`config.mk`:
```
export PLATFORM = sky130hd
export DESIGN_NAME = rfifo_chain
export DESIGN_NICKNAME = d
export VERILOG_FILES = /design/src/rtl/rfifo_pkg.sv /design/src/rtl/rfifo_stage.sv /design/src/rtl/rfifo_link.sv /design/src/rtl/rfifo_chain.sv
export SDC_FILE = /design/constraint.sdc
export NUM_CORES = 1
export LEC_CHECK = 0
export BUFFER_PORTS_ARGS = -buffer_cell sky130_fd_sc_hd__clkbuf_2
export CAP_MARGIN = 20
export CORE_MARGIN = 2
export CORE_UTILIZATION = 52
export CTS_CLUSTER_DIAMETER = 120
export CTS_CLUSTER_SIZE = 12
export DETAILED_ROUTE_END_ITERATION = 7
export GPL_TIMING_DRIVEN = 0
export PLACE_DENSITY = 0.75
export SKIP_LAST_GASP = 1
export SYNTH_ARGS = -nofsm -noshare
export SYNTH_HDL_FRONTEND = slang
export SYNTH_SLANG_ARGS = --single-unit
```
`constraint.sdc`:
```
create_clock -name clk -period 1.62 [get_ports clk]
set_input_delay 0.324 -clock clk [delete_from_list [all_inputs] [get_ports clk]]
set_output_delay 0.324 -clock clk [all_outputs]
set_load 0.1 [all_outputs]
```
`src/rtl/rfifo_pkg.sv`:
```
package rfifo_pkg;

    // Default geometry of the chain
    localparam int unsigned DEF_WIDTH = 4;
    localparam int unsigned DEF_DEPTH = 4;

    // Index of the output-end register for a given depth
    function automatic int unsigned last_index(input int unsigned depth);
        return depth - 1;
    endfunction

endpackage

```
`src/rtl/rfifo_stage.sv`:
```
module rfifo_stage #(
    parameter int unsigned WIDTH = rfifo_pkg::DEF_WIDTH
) (
    input  logic             clk,
    input  logic             rst_n,
    input  logic             clear_i,
    input  logic             load_i,
    input  logic             drop_i,
    input  logic [WIDTH-1:0] din_i,
    output logic             full_o,
    output logic [WIDTH-1:0] word_o
);

    typedef struct packed {
        logic             full;
        logic [WIDTH-1:0] word;
    } slot_t;

    slot_t s_d, s_q;

    // Next-state: clear wins, then load into an empty slot, then release
    always_comb begin
        s_d = s_q;
        if (clear_i) begin
            s_d.full = 1'b0;
        end else if (load_i) begin
            s_d.full = 1'b1;
            s_d.word = din_i;
        end else if (drop_i) begin
            s_d.full = 1'b0;
        end
    end

    always_ff @(posedge clk or negedge rst_n) begin
        if (!rst_n) s_q <= '0;
        else        s_q <= s_d;
    end

    assign full_o = s_q.full;
    assign word_o = s_q.word;

    // a load captures the offered word on the next edge
    p_load_capture_r5: assert property (@(posedge clk) disable iff (!rst_n)
        load_i && !clear_i |=> full_o && (word_o == $past(din_i)));

    // an occupied slot that is not released keeps its word
    p_slot_hold_r4: assert property (@(posedge clk) disable iff (!rst_n)
        full_o && !drop_i && !clear_i |=> full_o && $stable(word_o));

endmodule

```
`src/rtl/rfifo_link.sv`:
```
module rfifo_link #(
    parameter int unsigned DEPTH = rfifo_pkg::DEF_DEPTH
) (
    input  logic [DEPTH-1:0] full_i,
    input  logic             put_i,
    input  logic             take_i,
    output logic [DEPTH-1:0] load_o,
    output logic [DEPTH-1:0] drop_o
);

    localparam int unsigned LAST = rfifo_pkg::last_index(DEPTH);

    // Moves are decided from the flags of the current cycle only
    always_comb begin
        load_o = '0;
        drop_o = '0;
        load_o[0]    = put_i & ~full_i[0];
        drop_o[LAST] = take_i & full_i[LAST];
        for (int i = 0; i < int'(LAST); i++) begin
            load_o[i+1] = full_i[i] & ~full_i[i+1];
            drop_o[i]   = full_i[i] & ~full_i[i+1];
        end
    end

endmodule

```
`src/rtl/rfifo_chain.sv`:
```
module rfifo_chain #(
    parameter int unsigned WIDTH = rfifo_pkg::DEF_WIDTH,
    parameter int unsigned DEPTH = rfifo_pkg::DEF_DEPTH
) (
    input  logic             clk,
    input  logic             rst_n,
    input  logic             clear_i,
    input  logic             put_i,
    input  logic [WIDTH-1:0] put_data_i,
    output logic             put_ready_o,
    input  logic             take_i,
    output logic [WIDTH-1:0] take_data_o,
    output logic             take_ready_o
);

    localparam int unsigned LAST = rfifo_pkg::last_index(DEPTH);

    logic [DEPTH-1:0] full_w;
    logic [DEPTH-1:0] load_w;
    logic [DEPTH-1:0] drop_w;
    logic [WIDTH-1:0] word_w [DEPTH];
    logic [WIDTH-1:0] feed_w [DEPTH];

    rfifo_link #(.DEPTH(DEPTH)) u_link (
        .full_i (full_w),
        .put_i  (put_i),
        .take_i (take_i),
        .load_o (load_w),
        .drop_o (drop_w)
    );

    for (genvar g = 0; g < int'(DEPTH); g++) begin : g_slot
        if (g == 0) begin : g_head
            assign feed_w[g] = put_data_i;
        end else begin : g_body
            assign feed_w[g] = word_w[g-1];
        end

        rfifo_stage #(.WIDTH(WIDTH)) u_stage (
            .clk     (clk),
            .rst_n   (rst_n),
            .clear_i (clear_i),
            .load_i  (load_w[g]),
            .drop_i  (drop_w[g]),
            .din_i   (feed_w[g]),
            .full_o  (full_w[g]),
            .word_o  (word_w[g])
        );
    end

    assign put_ready_o  = ~full_w[0];
    assign take_ready_o = full_w[LAST];
    assign take_data_o  = word_w[LAST];

    // clear leaves the chain empty on the next edge
    p_clear_empty_r10: assert property (@(posedge clk) disable iff (!rst_n)
        clear_i |=> put_ready_o && !take_ready_o);

    // an accepted put occupies the input end for the next cycle
    p_put_blocks_r2: assert property (@(posedge clk) disable iff (!rst_n)
        put_i && put_ready_o && !clear_i |=> !put_ready_o);

    // an untaken output word stays presented
    p_out_hold_r3: assert property (@(posedge clk) disable iff (!rst_n)
        take_ready_o && !take_i && !clear_i |=> take_ready_o && $stable(take_data_o));

    // simultaneous legal put and take are both carried out
    p_both_sides_r8: assert property (@(posedge clk) disable iff (!rst_n)
        put_i && put_ready_o && take_i && take_ready_o && !clear_i
        |=> !put_ready_o && !take_ready_o);

    // the output end fills only from the register behind it
    p_ripple_r5: assert property (@(posedge clk) disable iff (!rst_n)
        $rose(take_ready_o) |-> $past(full_w[LAST-1]));

endmodule

```
==> impl_metrics.csv, run 1 <==
group,metric,value,unit
logic_synthesis,synth_top_area_share,61.07,%
floorplanning,fp.dieH,43.70,µm
cells_and_area,fin_area,970.9,µm²
cells_and_area,syn2layout_area_growth,18.47,%
pwr,p_leak,0.4423,nW
worst_hold_path,min_to,"g_slot[3].u_stage.full_o",
logic_synthesis,syn_inst,50,
detailed_routing,via_count,439,
sta,finalCritPeriodShare,94.66,%
detailed_routing,wl,1088,µm
detailed_routing,ant_nets,0,
logic_synthesis,postSynthAreaPerCell,16.39,µm²
sta,min_period,1.534,ns
logic_synthesis,synth.distinct_cells,9,
detailed_routing,viasPerCell,5.226,
cells_and_area,stdcell_count,84,
pwr,power.density,1644,nW/µm²
worst_setup_path,cp_num_buf_inv,1,
logic_synthesis,ys_warn_count,0,
clocking,clk_pin_slew,0.11,ns
grt,grt.overflow.total,0,
floorplanning,io_pins,15,
pwr,ir_drop,0.9766,mV
sta,finalSetupViolCount,0,
run_status,outcome,"complete, no violations",
detailed_routing,routedWlPerCell,12.95,µm
worst_setup_path,critPathSlowestCell,"clkbuf_2",
sta,tightest_slew,0.5376,ns
worst_setup_path,crit_type,"reg -> out",
floorplanning,die_w,43.70,µm
grt,globalRouteTotalUtil,14.24,%
grt,grt_first_pass_wirelength,1938,µm
floorplanning,rows,14,
worst_setup_path,path_cells,"clkbuf_2",
worst_setup_path,cp_max_fo,5,
logic_synthesis,synth_nets,59,
logic_synthesis,synth_seq_cells,20,
worst_setup_path,arrival,1.21,ns
floorplanning,start_util,55.04,%
clocking,insertion_delay,0.30,ns
sta,fin_skew,0.004640,ns
placed_design,place_congestion,0.6022,
sta,maxSlewHeadroom,64.31,%
worst_setup_path,crit_path_start_kind,"flip-flop",
grt,first_global_vias,430,
worst_setup_path,rr_worst_depth,2,
clocking,cts_max_level,1,
worst_setup_path,required,1.30,ns
grt,grt_start_max_net_pins,21,
logic_synthesis,synth_top_area_cell,"dfrtp_1",
logic_synthesis,syn-cell-area,819.5,µm²
placed_design,dp_hpwl,798.6,µm
worst_hold_path,worstHoldStart,"take_i",
clocking,clkSinkCount,20,
sta,hold_viol_final,0,
clocking,cts_root_buf,"clkbuf_4",
cells_and_area,layout_common_cells,"dfrtp_1, mux2_2, clkbuf_2",
worst_hold_path,hold_depth,2,
sta,tns,0,ns
worst_setup_path,r2r-end,"g_slot[2].u_stage.word_o[1]",
detailed_routing,post-route-drc-count,0,
worst_setup_path,r2r-start,"g_slot[1].u_stage.full_o",
floorplanning,core_area,1489,µm²
sta,setup_ws,0.08644,ns
cells_and_area,fin_util,65.21,%
placed_design,pre_cts_slack,0.3305,ns
grt,antenna_found_initial,0,
logic_synthesis,synth_area_leaders,"dfrtp_1, mux2_2, nor3b_4",
placed_design,dpl_cell_area,905.9,µm²
clocking,cts_made_buffers,3,
sta,fmax,652.1,MHz
logic_synthesis,ys_seq_area_share,61.07,%
worst_setup_path,endpoint_kind,"primary output",
sta,finalMaxSlewViolations,0,
sta,rsz0062_at_grt,"no",
worst_setup_path,cpPeakStageDelay,0.47,ns
run,maxCapViolCount,0,
worst_setup_path,regToRegSetupSlack,0.36,ns
cells_and_area,layout_commonest_cell,"dfrtp_1",
placed_design,placed_cells,79,
clocking,cts_tree,"built",
detailed_routing,drt_iter0_markers,6,
clocking,clockBufferDepth,2,
cells_and_area,diodes,0,
pwr,power,1.596,mW
floorplanning,dieArea,1910,µm²
cells_and_area,nNetsFinal,78,
sta,hold_ws,0.1890,ns
detailed_routing,dr.pass1.iters,5,
cells_and_area,drive_gt1_share,55.88,%
worst_hold_path,worstHoldPathType,"in -> reg",
worst_setup_path,cp_top_family,"buffers and inverters",
placed_design,numPortBuffers,13,
layout make-up:
class,instances,area [µm²]
clock inverters,1,30.03
clock buffers,3,22.52
well taps,16,20.02
repair buffers,14,77.57
plain buffers,1,7.507
flip-flops and latches,20,501.7
fillers,121,518.0
inverters,1,3.754
multi-input cells,28,307.8
registers in the layout (all words and copies together) (netlist names):
name	flops
g_slot.u_stage.full_o	4
g_slot.u_stage.word_o	16
where the power goes:
group	switching [mW]	leakage [nW]	internal [mW]
clock network	0.152	0.0279	0.250
registers	0.0725	0.251	0.640
logic	0.336	0.164	0.147
how the worst max path moves through the flow:
stage	slack [ns]	start	to	depth (start not counted)
3_3_place_gp	0.35	clear_i	g_slot[0].u_stage.word_o[0]	3
4_1_cts	0.003	g_slot[0].u_stage.full_o	put_ready_o	2
5_1_grt	0.05	g_slot[3].u_stage.full_o	take_ready_o	1
2_1_floorplan	0.23	g_slot[3].u_stage.full_o	g_slot[3].u_stage.word_o[0]	2
3_5_place_dp	0.33	clear_i	g_slot[1].u_stage.word_o[1]	3
6_report	0.09	g_slot[3].u_stage.full_o	take_ready_o	1
cell usage after synthesis, drive strengths merged:
| cell | instances |
|---|---|
| a211oi | 1 |
| inv | 1 |
| mux2i | 3 |
| dfrtp | 20 |
| buf | 1 |
| nor2 | 4 |
| mux2 | 16 |
| nor3b | 4 |
kinds of logic (layout without fill, tap and decap cells):
| kind of cell | count (synthesis) | count (layout) | share of synthesized area, % |
|---|---|---|---|
| simple gates | 8 | 8 | 10.99 |
| compound gates | 1 | 1 | 0.9164 |
| buf+inv | 2 | 20 | 1.374 |
| flops | 20 | 20 | 61.07 |
| mux | 19 | 19 | 25.65 |
routing by layer:
metal	GRT usage [%]	share of wire, %
met1	19.83	45
met2	20.59	51
met3	3.750	4.4
met4	7.273	0
met5	0	0
repair_timing:
| action | in CTS | in global routing |
|---|---|---|
| gates resized for setup | 0 | 2 |
| setup buffers | 0 | 0 |
| hold buffers | 1 | 0 |
| endpoints found under the hold margin | 20 | 0 |
| setup endpoints to repair | 0 | 1 |
Power figures use the tool's default switching activity.
==> inputs of run 2 (changes only) <==
--- a/config.mk
+++ b/config.mk
@@ -14,6 +14,7 @@
 export DETAILED_ROUTE_END_ITERATION = 7
 export GPL_TIMING_DRIVEN = 0
 export PLACE_DENSITY = 0.75
+export SETUP_SLACK_MARGIN = 0.2
 export SKIP_LAST_GASP = 1
 export SYNTH_ARGS = -nofsm -noshare
 export SYNTH_HDL_FRONTEND = slang
==> run 2 against run 1 <==
Net effect:
- clock power is essentially flat
- register-to-register slack about the same
- worst hold slack lost 0.0043 ns
- final cell count unchanged
- die area stayed put
- via count fell by 0.68%
- sequential share of layout area decreased by 0.79 points
- non-clock buffer count stayed put
- sequential power barely moved
- global-route usage stayed put
- final area up 1.8%
- largest cell class unchanged
==> impl_metrics.csv, run 2 (synthesized netlist as in run 1, its figures left out) <==
group,metric,value,unit
detailed_routing,viasPerCell,5.190,
run_status,outcome,"complete, no violations",
placed_design,place_congestion,0.6022,
floorplanning,dieArea,1910,µm²
detailed_routing,post-route-drc-count,0,
floorplanning,io_pins,15,
worst_setup_path,arrival,1.06,ns
cells_and_area,layout_commonest_cell,"dfrtp_1",
cells_and_area,syn2layout_area_growth,20.61,%
sta,finalCritPeriodShare,85.22,%
placed_design,numPortBuffers,13,
floorplanning,fp.dieH,43.70,µm
grt,globalRouteTotalUtil,14.24,%
clocking,insertion_delay,0.30,ns
pwr,p_leak,0.4445,nW
floorplanning,core_area,1489,µm²
clocking,clk_pin_slew,0.11,ns
clocking,cts_setup_buffers,0,
run,maxCapViolCount,0,
cells_and_area,drive_gt1_share,57.35,%
cells_and_area,diodes,0,
worst_setup_path,crit_type,"reg -> out",
grt,grt_first_pass_wirelength,1938,µm
worst_setup_path,cpPeakStageDelay,0.46,ns
placed_design,dpl_cell_area,905.9,µm²
floorplanning,start_util,55.04,%
worst_hold_path,worstHoldPathType,"in -> reg",
detailed_routing,dr.pass1.iters,3,
detailed_routing,wl,1099,µm
worst_setup_path,crit_path_start_kind,"flip-flop",
pwr,ir_drop,0.9832,mV
cells_and_area,fin_area,988.4,µm²
sta,rsz0062_at_grt,"yes",
grt,grt_start_max_net_pins,21,
sta,finalSetupViolCount,0,
cells_and_area,largest_register_ffs,16,
detailed_routing,via_count,436,
sta,maxSlewHeadroom,68.14,%
sta,fmax,724.4,MHz
worst_setup_path,endpoint_kind,"primary output",
worst_setup_path,cp_num_buf_inv,2,
sta,hold_viol_final,0,
sta,fin_skew,0.003171,ns
worst_setup_path,required,1.30,ns
clocking,cts_tree,"built",
grt,antenna_found_initial,0,
placed_design,dp_hpwl,798.6,µm
cells_and_area,nNetsFinal,78,
pwr,power.density,1639,nW/µm²
detailed_routing,ant_nets,0,
grt,first_global_vias,430,
clocking,cts_max_level,1,
worst_setup_path,cp_max_fo,5,
floorplanning,rows,14,
sta,finalMaxSlewViolations,0,
detailed_routing,routedWlPerCell,13.08,µm
worst_setup_path,cp_top_family,"flip-flops",
cells_and_area,fin_util,66.39,%
grt,grt.overflow.total,0,
sta,tns,0,ns
clocking,clkSinkCount,20,
worst_setup_path,critPathSlowestCell,"dfrtp_2",
sta,tightest_slew,0.4779,ns
worst_setup_path,path_cells,"inv_1 > buf_6",
clocking,clockBufferDepth,2,
floorplanning,die_w,43.70,µm
clocking,cts_made_buffers,3,
clocking,cts_root_buf,"clkbuf_4",
detailed_routing,drt_iter0_markers,6,
sta,min_period,1.380,ns
cells_and_area,layout_common_cells,"dfrtp_1, mux2_2, clkbuf_4, clkbuf_2",
[run 2: report_power, final]
group	switching, mW	total [mW]	internal [mW]
Sequential	0.0742	0.714	0.640
Combinational	0.336	0.502	0.166
Clock	0.154	0.404	0.250
[run 2: routing by layer]
layer	part of all wire [%]	vias to the layer above	GRT usage (%)
met1	47	208	19.83
met2	48	10	20.59
met3	4.1	2	3.750
met5	0	-	0
met4	1.3	0	7.273
li1	-	216	-
[run 2: repair_timing]
item,CTS,global route
hold buffers,1,0
resized for setup,6,4
setup endpoints to repair,6,2
endpoints found under the hold margin,20,0
[run 2: worst reg2reg max path: cells and delay by family (launching register included)]
kind,cells,cell delay (ns)
AND/OR/NAND/NOR,1,0.32
flip-flops,1,0.48
multiplexers,1,0.37
[run 2: worst paths after layout]
path,startpoint,endpoint,slack [ns],depth (start not counted)
worst max-delay path,g_slot[0].u_stage.full_o,put_ready_o,0.24,2
worst min-delay path,take_i,g_slot[3].u_stage.full_o,0.18,2
worst max register to register,g_slot[1].u_stage.full_o,g_slot[2].u_stage.word_o[1],0.35,2
worst min register to register,g_slot[0].u_stage.word_o[2],g_slot[0].u_stage.word_o[2],0.50,1
max in group asynchronous,rst_n,g_slot[3].u_stage.full_o,0.77,2
min in group asynchronous,rst_n,g_slot[0].u_stage.word_o[2],0.50,2
[run 2: area by class of cell]
class	count	area, µm²
fill	114	500.5
inverter	1	3.754
tap	16	20.02
clock buffer	3	22.52
timing repair buffer	14	93.84
buffer	1	7.507
multi-input combinational	28	307.8
sequential	20	503.0
clock inverter	1	30.03
[run 2: stage by stage]
step	setup WS [ns]	instances	total power, mW	hold slack (ns)
2_1_floorplan	0.2297	50	1.117	0.02841
3_3_place_gp	0.3492	79	1.191	0.3003
3_5_place_dp	0.3305	79	1.212	0.3068
6_report	0.2395	84	1.620	0.1847
4_1_cts	0.1297	84	1.632	0.1771
5_1_grt	0.1944	84	1.700	0.1825
==> inputs of run 3 (changes only) <==
--- a/config.mk
+++ b/config.mk
@@ -18,4 +18,5 @@
 export SKIP_LAST_GASP = 1
 export SYNTH_ARGS = -nofsm -noshare
 export SYNTH_HDL_FRONTEND = slang
+export SYNTH_HIERARCHICAL = 1
 export SYNTH_SLANG_ARGS = --single-unit
==> run 3 against run 2 <==
Net effect:
- combinational power grew 44%
- wire length grew 0.73%
- flip-flop and latch count is the same
- utilization up 2.4 points
- critical endpoint is now g_slot[3].u_stage/word_o[1]
- power up 8.0%
- synthesized cell count increased by 22%
- sequential power grew 4.5%
- first-iteration DRC count decreased by 83%
- count of clock-buffer cells in the layout increased by 1
- largest power group unchanged
- final cell count is 15% higher
- via count rose by 9.9%
- register-to-register slack got worse by 0.18 ns
==> impl_metrics.csv, run 3 <==
group,metric,value,unit
run_status,outcome,"complete, no violations",
detailed_routing,drt_iter0_markers,1,
detailed_routing,post-route-drc-count,0,
detailed_routing,routedWlPerCell,11.41,µm
logic_synthesis,synth.distinct_cells,9,
detailed_routing,viasPerCell,4.938,
placed_design,numPortBuffers,14,
worst_hold_path,worstHoldPathType,"in -> reg",
sta,tns,0,ns
grt,first_global_vias,491,
placed_design,placed_cells,91,
floorplanning,core_area,1524,µm²
worst_setup_path,crit_path_start_kind,"flip-flop",
logic_synthesis,synth_top_area_share,57.97,%
pwr,p_leak,0.4938,nW
logic_synthesis,ys_seq_area_share,57.97,%
placed_design,dp_hpwl,796.5,µm
sta,hold_viol_final,0,
floorplanning,io_pins,15,
cells_and_area,layout_common_cells,"dfrtp_1, mux2_2, clkbuf_4, clkbuf_2, inv_1",
sta,hold_ws,0.2519,ns
cells_and_area,diodes,0,
logic_synthesis,synthTopCellsByCount,"dfrtp_1, mux2_2, inv_1",
pwr,power.density,1669,nW/µm²
logic_synthesis,syn-cell-area,863.3,µm²
logic_synthesis,synth_edf_count,0,
sta,tightest_slew,0.4657,ns
worst_setup_path,required,1.81,ns
sta,finalMaxSlewViolations,0,
detailed_routing,dr.pass1.iters,2,
logic_synthesis,synth_top_area_cell,"dfrtp_1",
logic_synthesis,synth_seq_cells,20,
placed_design,pre_cts_slack,0.1855,ns
floorplanning,dieArea,2002,µm²
cells_and_area,fin_area,1049,µm²
clocking,cts_root_buf,"clkbuf_4",
floorplanning,fp.dieH,44.75,µm
sta,fmax,691.1,MHz
logic_synthesis,synth_area_leaders,"dfrtp_1, mux2_2, nor2b_4",
detailed_routing,wl,1107,µm
logic_synthesis,ys_warn_count,6,
detailed_routing,ant_nets,0,
sta,min_period,1.447,ns
logic_synthesis,postSynthAreaPerCell,14.15,µm²
logic_synthesis,synth_nets,70,
placed_design,place_congestion,0.6786,
grt,grt_start_max_net_pins,21,
floorplanning,rows,14,
cells_and_area,fin_util,68.80,%
logic_synthesis,async_flop_share,100.0,%
sta,rsz0062_at_grt,"yes",
cells_and_area,syn2layout_area_growth,21.45,%
pwr,power,1.750,mW
clocking,clk_pin_slew,0.10,ns
worst_setup_path,endpoint_kind,"flip-flop",
cells_and_area,stdcell_count,97,
logic_synthesis,syn_inst,61,
sta,finalCritPeriodShare,89.31,%
sta,fin_skew,0.003216,ns
cells_and_area,largest_register_ffs,16,
clocking,cts_max_level,1,
sta,maxSlewHeadroom,68.95,%
grt,antenna_found_initial,0,
worst_setup_path,crit_type,"reg -> reg",
worst_setup_path,arrival,1.63,ns
cells_and_area,nNetsFinal,91,
clocking,insertion_delay,0.29,ns
grt,globalRouteTotalUtil,14.15,%
grt,grt_first_pass_wirelength,2028,µm
logic_synthesis,yosysMostFrequentCell,"dfrtp_1",
cells_and_area,layout_commonest_cell,"dfrtp_1",
clocking,clkSinkCount,20,
worst_setup_path,regToRegSetupSlack,0.17,ns
run,maxCapViolCount,0,
cells_and_area,drive_gt1_share,58.02,%
clocking,clockBufferDepth,2,
sta,setup_ws,0.1731,ns
logic_synthesis,ys.flop_type,"dfrtp_1",
pwr,ir_drop,1.734,mV
detailed_routing,via_count,479,
grt,grt.overflow.total,0,
clocking,cts_tree,"built",
clocking,cts_made_buffers,3,
floorplanning,start_util,56.65,%
placed_design,dpl_cell_area,957.2,µm²
sta,finalSetupViolCount,0,
worst_setup_path,cp_max_fo,4,
floorplanning,die_w,44.75,µm
-- run 3: cell count changes after synthesis, moves of 4 or more --
cell      before  now
a21oi_1        0    4
inv_1          1    5
nor3b_4        4    0
and2b_2        0    4
nand2b_1       0    4
nor2b_4        0    4
nor2_1         4    0
-- run 3: logic make-up (layout without fill, tap and decap cells) --
group                  count (synthesis)  after routing  share of synthesized area, %
and+or+nand+nor                       13             13                         14.06
muxes                                 16             16                         20.87
DFF                                   20             20                         57.97
buffers and inverters                  8             28                         4.783
AOI/OAI and AO/OA                      4              4                         2.319
-- run 3: path summary, 6_finish.rpt --
kind | depth (start not counted) | startpoint | end
min in group asynchronous | 2 | rst_n | g_slot[0].u_stage/word_o[3]
min | 2 | put_data_i[0] | g_slot[0].u_stage/word_o[0]
max | 4 | g_slot[3].u_stage/full_o | g_slot[3].u_stage/word_o[1]
min reg2reg | 1 | g_slot[0].u_stage/word_o[0] | g_slot[0].u_stage/word_o[0]
max reg2reg | 4 | g_slot[3].u_stage/full_o | g_slot[3].u_stage/word_o[1]
max in group asynchronous | 2 | rst_n | g_slot[3].u_stage/full_o
-- run 3: where the power goes --
group	switching (mW)	internal [mW]	leakage (nW)
sequential	0.0809	0.666	0.246
combinational	0.469	0.256	0.227
clock	0.141	0.137	0.0210
total	0.691	1.06	0.494
-- run 3: cell type report --
| class | count | area [µm²] |
|---|---|---|
| Clock buffer | 4 | 36.28 |
| Buffer | 3 | 26.28 |
| Sequential cell | 20 | 504.2 |
| Fill cell | 120 | 475.5 |
| Multi-Input combinational cell | 33 | 336.6 |
| Inverter | 5 | 18.77 |
| Tap cell | 16 | 20.02 |
| Timing Repair Buffer | 16 | 106.4 |
-- run 3: routing by layer --
layer	wire length [µm]	vias to the layer above	global-route usage, %
li1	-	238	-
met1	504	229	18.33
met2	542	10	22.90
met3	41	2	3.600
met4	19	0	5.455
met5	0	-	0
-- run 3: timing repair --
action                                 4_1_cts  5_1_grt
endpoints found under the hold margin       20        0
pin swaps                                    0        0
setup endpoints to repair                   10        6
buffers inserted                             0        1
resized for setup                            8        5
hold buffers                                 1        0
-- run 3: worst max-delay path, cell delays in order (launching register included) --
cell and delay, ns:
dfrtp_4 0.49, and2b_2 0.23, buf_6 0.09, nor2b_4 0.22, mux2_4 0.32
